`src/rtl/mdm_watch_pkg.sv`:
```
package mdm_watch_pkg;
  localparam int NUM_LINES = 4;
  localparam int IDX_CTS   = 0;
  localparam int IDX_DSR   = 1;
  localparam int IDX_RING  = 2;
  localparam int IDX_DCD   = 3;
  localparam int STAT_W    = 2 * NUM_LINES + 1;
  localparam int MODE_BIT  = STAT_W - 1;

  typedef logic [NUM_LINES-1:0] line_vec_t;

  typedef struct packed {
    logic      mode;
    line_vec_t level;
    line_vec_t flag;
  } stat_word_t;
endpackage

```
`src/rtl/mdm_sync_cell.sv`:
```
module mdm_sync_cell #(
  parameter int STAGES = 2
) (
  input  logic clk_i,
  input  logic rst_i,
  input  logic d_i,
  output logic q_o
);
  logic [STAGES-1:0] chain_q;

  // Reset preloads the chain with the present level so no edge is seen later.
  always_ff @(posedge clk_i) begin
    if (rst_i) chain_q <= {STAGES{d_i}};
    else       chain_q <= {chain_q[STAGES-2:0], d_i};
  end

  assign q_o = chain_q[STAGES-1];
endmodule

```
`src/rtl/mdm_edge_detect.sv`:
```
module mdm_edge_detect
  import mdm_watch_pkg::*;
(
  input  logic      clk_i,
  input  logic      rst_i,
  input  line_vec_t lvl_i,
  output line_vec_t set_o
);
  line_vec_t prev_q;

  always_ff @(posedge clk_i) begin
    if (rst_i) prev_q <= lvl_i;
    else       prev_q <= lvl_i;
  end

  // Ring flags only on its falling edge; the others flag either direction.
  genvar g;
  generate
    for (g = 0; g < NUM_LINES; g++) begin : g_line
      if (g == IDX_RING) begin : g_trail
        assign set_o[g] = prev_q[g] & ~lvl_i[g] & ~rst_i;
      end else begin : g_any
        assign set_o[g] = (prev_q[g] ^ lvl_i[g]) & ~rst_i;
      end
    end
  endgenerate
endmodule

```
`src/rtl/mdm_flag_bank.sv`:
```
module mdm_flag_bank
  import mdm_watch_pkg::*;
(
  input  logic      clk_i,
  input  logic      rst_i,
  input  line_vec_t set_i,
  input  line_vec_t clr_i,
  output line_vec_t flags_o,
  output logic      pulse_o
);
  line_vec_t flags_q;
  logic      pulse_q;

  always_ff @(posedge clk_i) begin
    if (rst_i) begin
      flags_q <= '0;
      pulse_q <= 1'b0;
    end else begin
      // Set wins over clear in the same cycle.
      flags_q <= (flags_q & ~clr_i) | set_i;
      pulse_q <= |(set_i & ~flags_q);
    end
  end

  assign flags_o = flags_q;
  assign pulse_o = pulse_q;

  AST_PULSE_ON_RISE: assert property (@(posedge clk_i) disable iff (rst_i)
    (|(flags_q & ~$past(flags_q))) |-> pulse_q);

  AST_PULSE_ONLY_ON_RISE: assert property (@(posedge clk_i) disable iff (rst_i)
    pulse_q |-> (|(flags_q & ~$past(flags_q))));

  AST_FLAG_STICKY: assert property (@(posedge clk_i) disable iff (rst_i)
    !(|($past(flags_q) & ~flags_q & ~$past(clr_i))));

  AST_SET_BEATS_CLEAR: assert property (@(posedge clk_i) disable iff (rst_i)
    !(|($past(set_i & clr_i) & ~flags_q)));
endmodule

```
`src/rtl/mdm_line_watch.sv`:
```
module mdm_line_watch
  import mdm_watch_pkg::*;
#(
  parameter int SYNC_STAGES = 2
) (
  input  logic       clk_i,
  input  logic       rst_i,
  input  logic [3:0] line_i,
  input  logic       wr_en_i,
  input  logic       wr_mode_i,
  input  logic [3:0] wr_clr_i,
  output logic [8:0] stat_o,
  output logic       chg_pulse_o
);
  line_vec_t  lvl_sync;
  line_vec_t  set_vec;
  line_vec_t  clr_vec;
  line_vec_t  flags;
  logic       mode_q;
  stat_word_t word;

  genvar g;
  generate
    for (g = 0; g < NUM_LINES; g++) begin : g_sync
      mdm_sync_cell #(.STAGES(SYNC_STAGES)) i_sync (
        .clk_i (clk_i),
        .rst_i (rst_i),
        .d_i   (line_i[g]),
        .q_o   (lvl_sync[g])
      );
    end
  endgenerate

  mdm_edge_detect i_edge (
    .clk_i (clk_i),
    .rst_i (rst_i),
    .lvl_i (lvl_sync),
    .set_o (set_vec)
  );

  assign clr_vec = wr_en_i ? wr_clr_i : '0;

  mdm_flag_bank i_flags (
    .clk_i   (clk_i),
    .rst_i   (rst_i),
    .set_i   (set_vec),
    .clr_i   (clr_vec),
    .flags_o (flags),
    .pulse_o (chg_pulse_o)
  );

  always_ff @(posedge clk_i) begin
    if (rst_i)        mode_q <= 1'b0;
    else if (wr_en_i) mode_q <= wr_mode_i;
  end

  assign word.mode  = mode_q;
  assign word.level = lvl_sync;
  assign word.flag  = flags;
  assign stat_o     = word;

  AST_MODE_LOAD: assert property (@(posedge clk_i) disable iff (rst_i)
    $past(wr_en_i) |-> (stat_o[MODE_BIT] == $past(wr_mode_i)));

  AST_MODE_HOLD: assert property (@(posedge clk_i) disable iff (rst_i)
    !$past(wr_en_i) |-> $stable(stat_o[MODE_BIT]));

  AST_RING_TRAIL_ONLY: assert property (@(posedge clk_i) disable iff (rst_i)
    $rose(flags[IDX_RING]) |-> (!$past(lvl_sync[IDX_RING]) && $past(lvl_sync[IDX_RING], 2)));
endmodule

```
`config.mk`:
```
export PLATFORM = sky130hd
export DESIGN_NAME = mdm_line_watch
export DESIGN_NICKNAME = d
export VERILOG_FILES = /design/src/rtl/mdm_watch_pkg.sv /design/src/rtl/mdm_sync_cell.sv /design/src/rtl/mdm_edge_detect.sv /design/src/rtl/mdm_flag_bank.sv /design/src/rtl/mdm_line_watch.sv
export SDC_FILE = /design/constraint.sdc
export NUM_CORES = 1
export LEC_CHECK = 0
export BUFFER_PORTS_ARGS = -buffer_cell sky130_fd_sc_hd__buf_4
export CAP_MARGIN = 40
export CORE_AREA = 2 2 39 41
export CTS_BUF_LIST = sky130_fd_sc_hd__clkbuf_8
export DETAILED_ROUTE_END_ITERATION = 8
export DIE_AREA = 0 0 41 43
export PLACE_DENSITY = 0.72
export SLEW_MARGIN = 25
export SYNTH_ARGS = -nofsm -noshare
export SYNTH_HDL_FRONTEND = slang
export SYNTH_SLANG_ARGS = --single-unit
```
`constraint.sdc`:
```
create_clock -name clk_i -period 0.99 [get_ports clk_i]
set_input_delay 0.1485 -clock clk_i [delete_from_list [all_inputs] [get_ports clk_i]]
set_output_delay 0.1485 -clock clk_i [all_outputs]
set_load 0.05 [all_outputs]
```
==> summary.txt, run 1 <==
Critical path
  – Critical path type: reg -> out
  – WP data required: 0.84 ns
  – Worst EP arrival: 0.81 ns
  – Crit Path Max Fanout: 3
  – Worst Setup Start Kind: flop
  – Endpoint type of the worst setup path: output pin
  – CP max-delay cell: dfxtp_1
  – Crit-path leading delay family: flip-flops
  – CP cell instances: buf_4
  – Largest stage delay on the critical path: 0.35 ns
  – CP bufs+invs: 1

Run
  – Max Cap Violations: 0

Power
  – Power Total: 1620 uW
  – Peak supply drop: 989 uV
  – Leak: 0.000355 uW
  – Pwr per Cell Area: 2120 mW/mm^2

Placement
  – Post-DP Area: 716 sq um
  – Placed Cells: 83
  – Routability cong.: 0.604
  – # port buffers: 21

GRT
  – Grt ovf: 0
  – GRT Util Overall: 0.110
  – Initial antenna violation count: 0
  – Largest net degree at the start of global routing: 11
  – First-pass GRT wire length: 1280 microns
  – Vias in the first global route: 336

Final layout
  – Register area: 363 sq um
  – Post-route insts no fill: 86
  – Design area: 764 sq um
  – Nets: 84
  – Share of post-route cells with drive strength above 1: 0.414
  – Footprint of the multi-input gates: 168 sq um
  – N_diodes: 0
  – Area Growth Syn to Fin: 30.8%
  – Filler Cell Count: 127

Timing
  – Hold Violations, Final: 0
  – Max-slew violations: 0
  – RSZ-0062 raised after global routing: true
  – Worst slew pin tran: 0.184 ns
  – Final setup fails: 0
  – Relative slew slack: 0.877
  – Final Cycle Share: 0.965
  – Period minus WS final: 0.955 ns
  – Fmax achieved: 1.05 GHz
  – Layout Skew: 0.000393 ns

Clock network
  – CTS resizes: 0
  – CTS root buf: clkbuf_8
  – H-tree lvl count: 1
  – CTS max path bufs: 2
  – # hold bufs at CTS: 0
  – CTS buffer count: 3
  – Clk_lat worst skew: 0.24 ns
  – Clock slew at reported path FFs: 0.06 ns
  – Setup repair bufs after CTS: 0
  – CTS tree: built
  – Clock sink count: 18

Floorplanning
  – CORE AREA: 0.00138 sq mm
  – I/O pin count: 22
  – Initial Util: 0.422
  – Die H: 43 microns
  – Die area: 0.00176 sq mm
  – Row count: 14
  – Die W: 41 microns

Routing
  – DRT iter0 DRCs: 1
  – First drt pass iteration count: 4
  – Top sig layer: met3
  – Drt wl/cell: 10.4 microns
  – Overall via count from detail_route: 380
  – DRC violations left: 0
  – Metal3 WL: 42 microns
  – Met2 wire length: 458 microns
  – Wl on met1: 395 microns
  – Vias per inst: 4.42
  – Final WL: 896 microns
  – Final antenna-violating net count: 0

Synthesis
  – Avg Inst Size Synth: 11.2 sq um
  – Cell Area, Synth: 584 sq um
  – Synth cell count leaders: dfxtp_1 (18), buf_4 (5), nor2_1 (5)
  – Area leader, netlist: dfxtp_1
  – Asr flop ratio synth: 0
  – Syn Inst Count: 52
  – Largest cells by area after synthesis: dfxtp_1 (62%), buf_4 (6.4%), mux2_2 (5.8%)
  – Most common cell in the netlist: dfxtp_1
  – Top-area cell type share of the netlist area: 0.617
  – Synth Flop Type: dfxtp_1
  – Synth cell types: 15
  – Warnings, synthesis: 0
  – Synth Register Bits: 18
  – Register area share after synthesis: 0.617
  – Post-synth EDFFs: 0
  – Net Count, Synth: 64

Status
  – Status: finished, final reports clean

Worst hold path
  – HP Class: in -> reg
worst paths after layout:
kind | depth (start not counted) | end | slack [ns] | from
hold / removal | 1 | g_sync[1].i_sync.chain_q[0] | 0.01 | line_i[1]
setup reg to reg | 3 | i_flags.pulse_o | 0.10 | g_sync[3].i_sync.chain_q[1]
hold reg to reg | 0 | i_edge.prev_q[2] | 0.37 | g_sync[2].i_sync.chain_q[1]
setup / recovery | 1 | stat_o[4] | 0.03 | g_sync[0].i_sync.chain_q[1]
per-stage QoR:
| stage | TNS (ns) | hold slack (ns) | setup slack, ns | utilization |
|---|---|---|---|---|
| 2_1_floorplan | 0 | 0.176 | 0.0194 | - |
| 3_3_place_gp | 0 | 0.262 | 0.168 | 0.517 |
| 3_5_place_dp | 0 | 0.263 | 0.0876 | 0.517 |
| 4_1_cts | 0 | 0.00844 | 0.0189 | 0.547 |
| 5_1_grt | -0.00716 | 0.00568 | -0.00716 | 0.552 |
| 6_report | 0 | 0.0142 | 0.0350 | 0.552 |
power by group:
part	switching, uW	internal, uW
combinational	202	124
clock	203	269
sequential	33.3	788
total	438	1180
registers in the layout, indices dropped and copies added, names as in the netlist:
signal and count:
g_sync.i_sync.chain_q 8, i_edge.prev_q 4, i_flags.flags_o 4, i_flags.pulse_o 1, mode_q 1
cell families (layout without fill, tap and decap cells):
group                     Yosys count  after routing  synth area share
muxes                               5              5            0.0942
AOI/OAI and AO/OA                   6              6            0.0578
xor gates and xnor gates            3              3            0.0450
DFF                                18             18             0.617
and+or+nand+nor                    12             12            0.0899
buffers and inverters               8             26            0.0964
cell usage in the layout, fill, tap and decap left out, drive strengths merged:
cell type	netlist	final
a21oi	4	4
a22oi	1	1
a31oi	1	1
buf	6	21
clkbuf	0	3
dfxtp	18	18
inv	2	2
mux2	4	4
mux2i	1	1
nand2	4	4
nand2b	2	2
nor2	5	5
nor2b	1	1
xor2	3	3
metal layers:
metal / vias up / GRT usage
met3: 0 / 0
met5: - / 0
met4: 0 / 0.100
li1: 197 / -
met1: 167 / 0.140
met2: 16 / 0.159
area by class of cell:
class	instances	share of cell area
Tap cell	16	0.0262
Sequential cell	18	0.475
Timing Repair Buffer	21	0.216
Inverter	2	0.00982
Multi-Input combinational cell	26	0.219
Clock buffer	3	0.0540
Note: power is estimated with default switching activity, not from simulation.
==> run 2: changes to the inputs <==
- CTS_CLUSTER_SIZE: default -> 28
- RECOVER_POWER: default -> 100
==> summary.txt, run 2 (same netlist as run 1, synthesis figures left out) <==
Clock network
  – CTS resizes: 0
  – Setup repair bufs after CTS: 0
  – H-tree lvl count: 1
  – CTS root buf: clkbuf_8
  – Clk_lat worst skew: 0.24 ns
  – CTS max path bufs: 2
  – # hold bufs at CTS: 0
  – Clock slew at reported path FFs: 0.06 ns
  – CTS tree: built
  – Clock sink count: 18
  – CTS buffer count: 3

Final layout
  – Final core occ: 0.551
  – Nets: 84
  – Register area: 360 sq um
  – Share of post-route cells with drive strength above 1: 0.386
  – Commonest non-fill, non-tap cells in the layout: dfxtp_1 (18), buf_4 (14), nor2_1 (5), clkbuf_4 (5)
  – Footprint of the multi-input gates: 168 sq um
  – Design area: 762 sq um
  – N_diodes: 0
  – Area Growth Syn to Fin: 30.4%
  – Largest Register: g_sync.i_sync.chain_q
  – Filler Cell Count: 128
  – Commonest non-fill, non-tap cell in the layout: dfxtp_1
  – Largest register FFs: 8

Timing
  – Final setup fails: 0
  – Fmax achieved: 1.05 GHz
  – Relative slew slack: 0.878
  – Worst setup margin: 0.0351 ns
  – Period minus WS final: 0.955 ns
  – Layout Skew: 0.000461 ns
  – Worst slew pin tran: 0.183 ns
  – Max-slew violations: 0
  – RSZ-0062 raised after global routing: true
  – Final Cycle Share: 0.964
  – Setup TNS Final: 0 ns
  – Hold Violations, Final: 0

Placement
  – Routability cong.: 0.604
  – Post-DP Area: 716 sq um
  – # port buffers: 21
  – Pre-CTS WS: 0.0876 ns

GRT
  – Largest net degree at the start of global routing: 11
  – First-pass GRT wire length: 1280 microns
  – Gr busiest metal: met2
  – Initial antenna violation count: 0
  – GRT Util Overall: 0.110
  – GR Util met1: 0.140
  – Met3 Usage GRT: 0
  – Grt ovf: 0
  – GR Layer Usage met2: 0.159
  – Vias in the first global route: 336

Power
  – Pwr per Cell Area: 2120 mW/mm^2
  – Peak supply drop: 986 uV
  – Leak: 0.000353 uW

Critical path
  – Worst EP arrival: 0.81 ns
  – Crit-path leading delay family: flip-flops
  – CP bufs+invs: 1
  – CP max-delay cell: dfxtp_1
  – WP data required: 0.84 ns
  – Endpoint type of the worst setup path: output pin
  – Worst reg2reg setup slack: 0.10 ns
  – CP cell instances: buf_4
  – R2r endpoint: i_flags.pulse_o
  – Worst flop-to-flop path startpoint: g_sync[3].i_sync.chain_q[1]
  – Crit Path Max Fanout: 3
  – R2R cell count: 3
  – Largest stage delay on the critical path: 0.35 ns
  – Worst Setup Start Kind: flop
  – Critical path type: reg -> out
  – CP Depth: 1

Worst hold path
  – HP Class: in -> reg
  – Hold Crit Depth: 1
  – HP Start: line_i[1]
  – End of the worst hold path: g_sync[1].i_sync.chain_q[0]

Floorplanning
  – I/O pin count: 22
  – Die H: 43 microns
  – Die area: 0.00176 sq mm
  – Initial Util: 0.422
  – CORE AREA: 0.00138 sq mm
  – Row count: 14
  – Die W: 41 microns

Routing
  – Vias per inst: 4.43
  – DRC violations left: 0
  – Final antenna-violating net count: 0
  – Final WL: 890 microns
  – Overall via count from detail_route: 381
  – Drt wl/cell: 10.3 microns
  – DRT iter0 DRCs: 1
  – First drt pass iteration count: 4

Run
  – Max Cap Violations: 0

Status
  – Status: finished, final reports clean
[run 2: worst max-delay path by stage]
stage | start | end | slack (ns)
after detailed placement | g_sync[0].i_sync.chain_q[1] | i_flags.pulse_o | 0.09
after global routing | g_sync[0].i_sync.chain_q[1] | stat_o[4] | -0.007
final | g_sync[0].i_sync.chain_q[1] | stat_o[4] | 0.04
after CTS | g_sync[3].i_sync.chain_q[1] | stat_o[7] | 0.02
after global placement | g_sync[0].i_sync.chain_q[1] | i_flags.pulse_o | 0.17
after floorplan | i_flags.flags_o[1] | i_flags.pulse_o | 0.02
[run 2: metrics by stage]
stage / total power (uW) / instances / hold slack (ns)
final: 1620 / 86 / 0.0375
after floorplan: 1070 / 52 / 0.176
after CTS: 1640 / 86 / 0.00844
after global routing: 1690 / 86 / 0.0292
after detailed placement: 1160 / 83 / 0.263
after global placement: 1150 / 83 / 0.262
[run 2: cell type report]
| cell class | instances | share of cell area |
|---|---|---|
| Multi-Input combinational cell | 26 | 0.220 |
| Inverter | 2 | 0.00985 |
| Timing Repair Buffer | 21 | 0.217 |
| Sequential cell | 18 | 0.473 |
| Clock buffer | 3 | 0.0542 |
| Tap cell | 16 | 0.0263 |
[run 2: worst reg2reg max path: cells and delay by family (launching register included)]
family | cells | cell delay [ns]
flops | 1 | 0.37
simple gates | 1 | 0.08
xor+xnor | 1 | 0.19
compound gates | 1 | 0.17
[run 2: per-layer routing]
layer  part of all wire  vias up
met3              0.047        0
met2               0.51       16
met5                  0        -
met4                  0        0
li1                   -      198
met1               0.44      167
[run 2: power by group]
group	switching, uW	leakage, uW	internal (uW)
sequential	33.3	0.000151	786
clock	203	0.0000216	269
combinational	201	0.000180	123
total	438	0.000353	1180
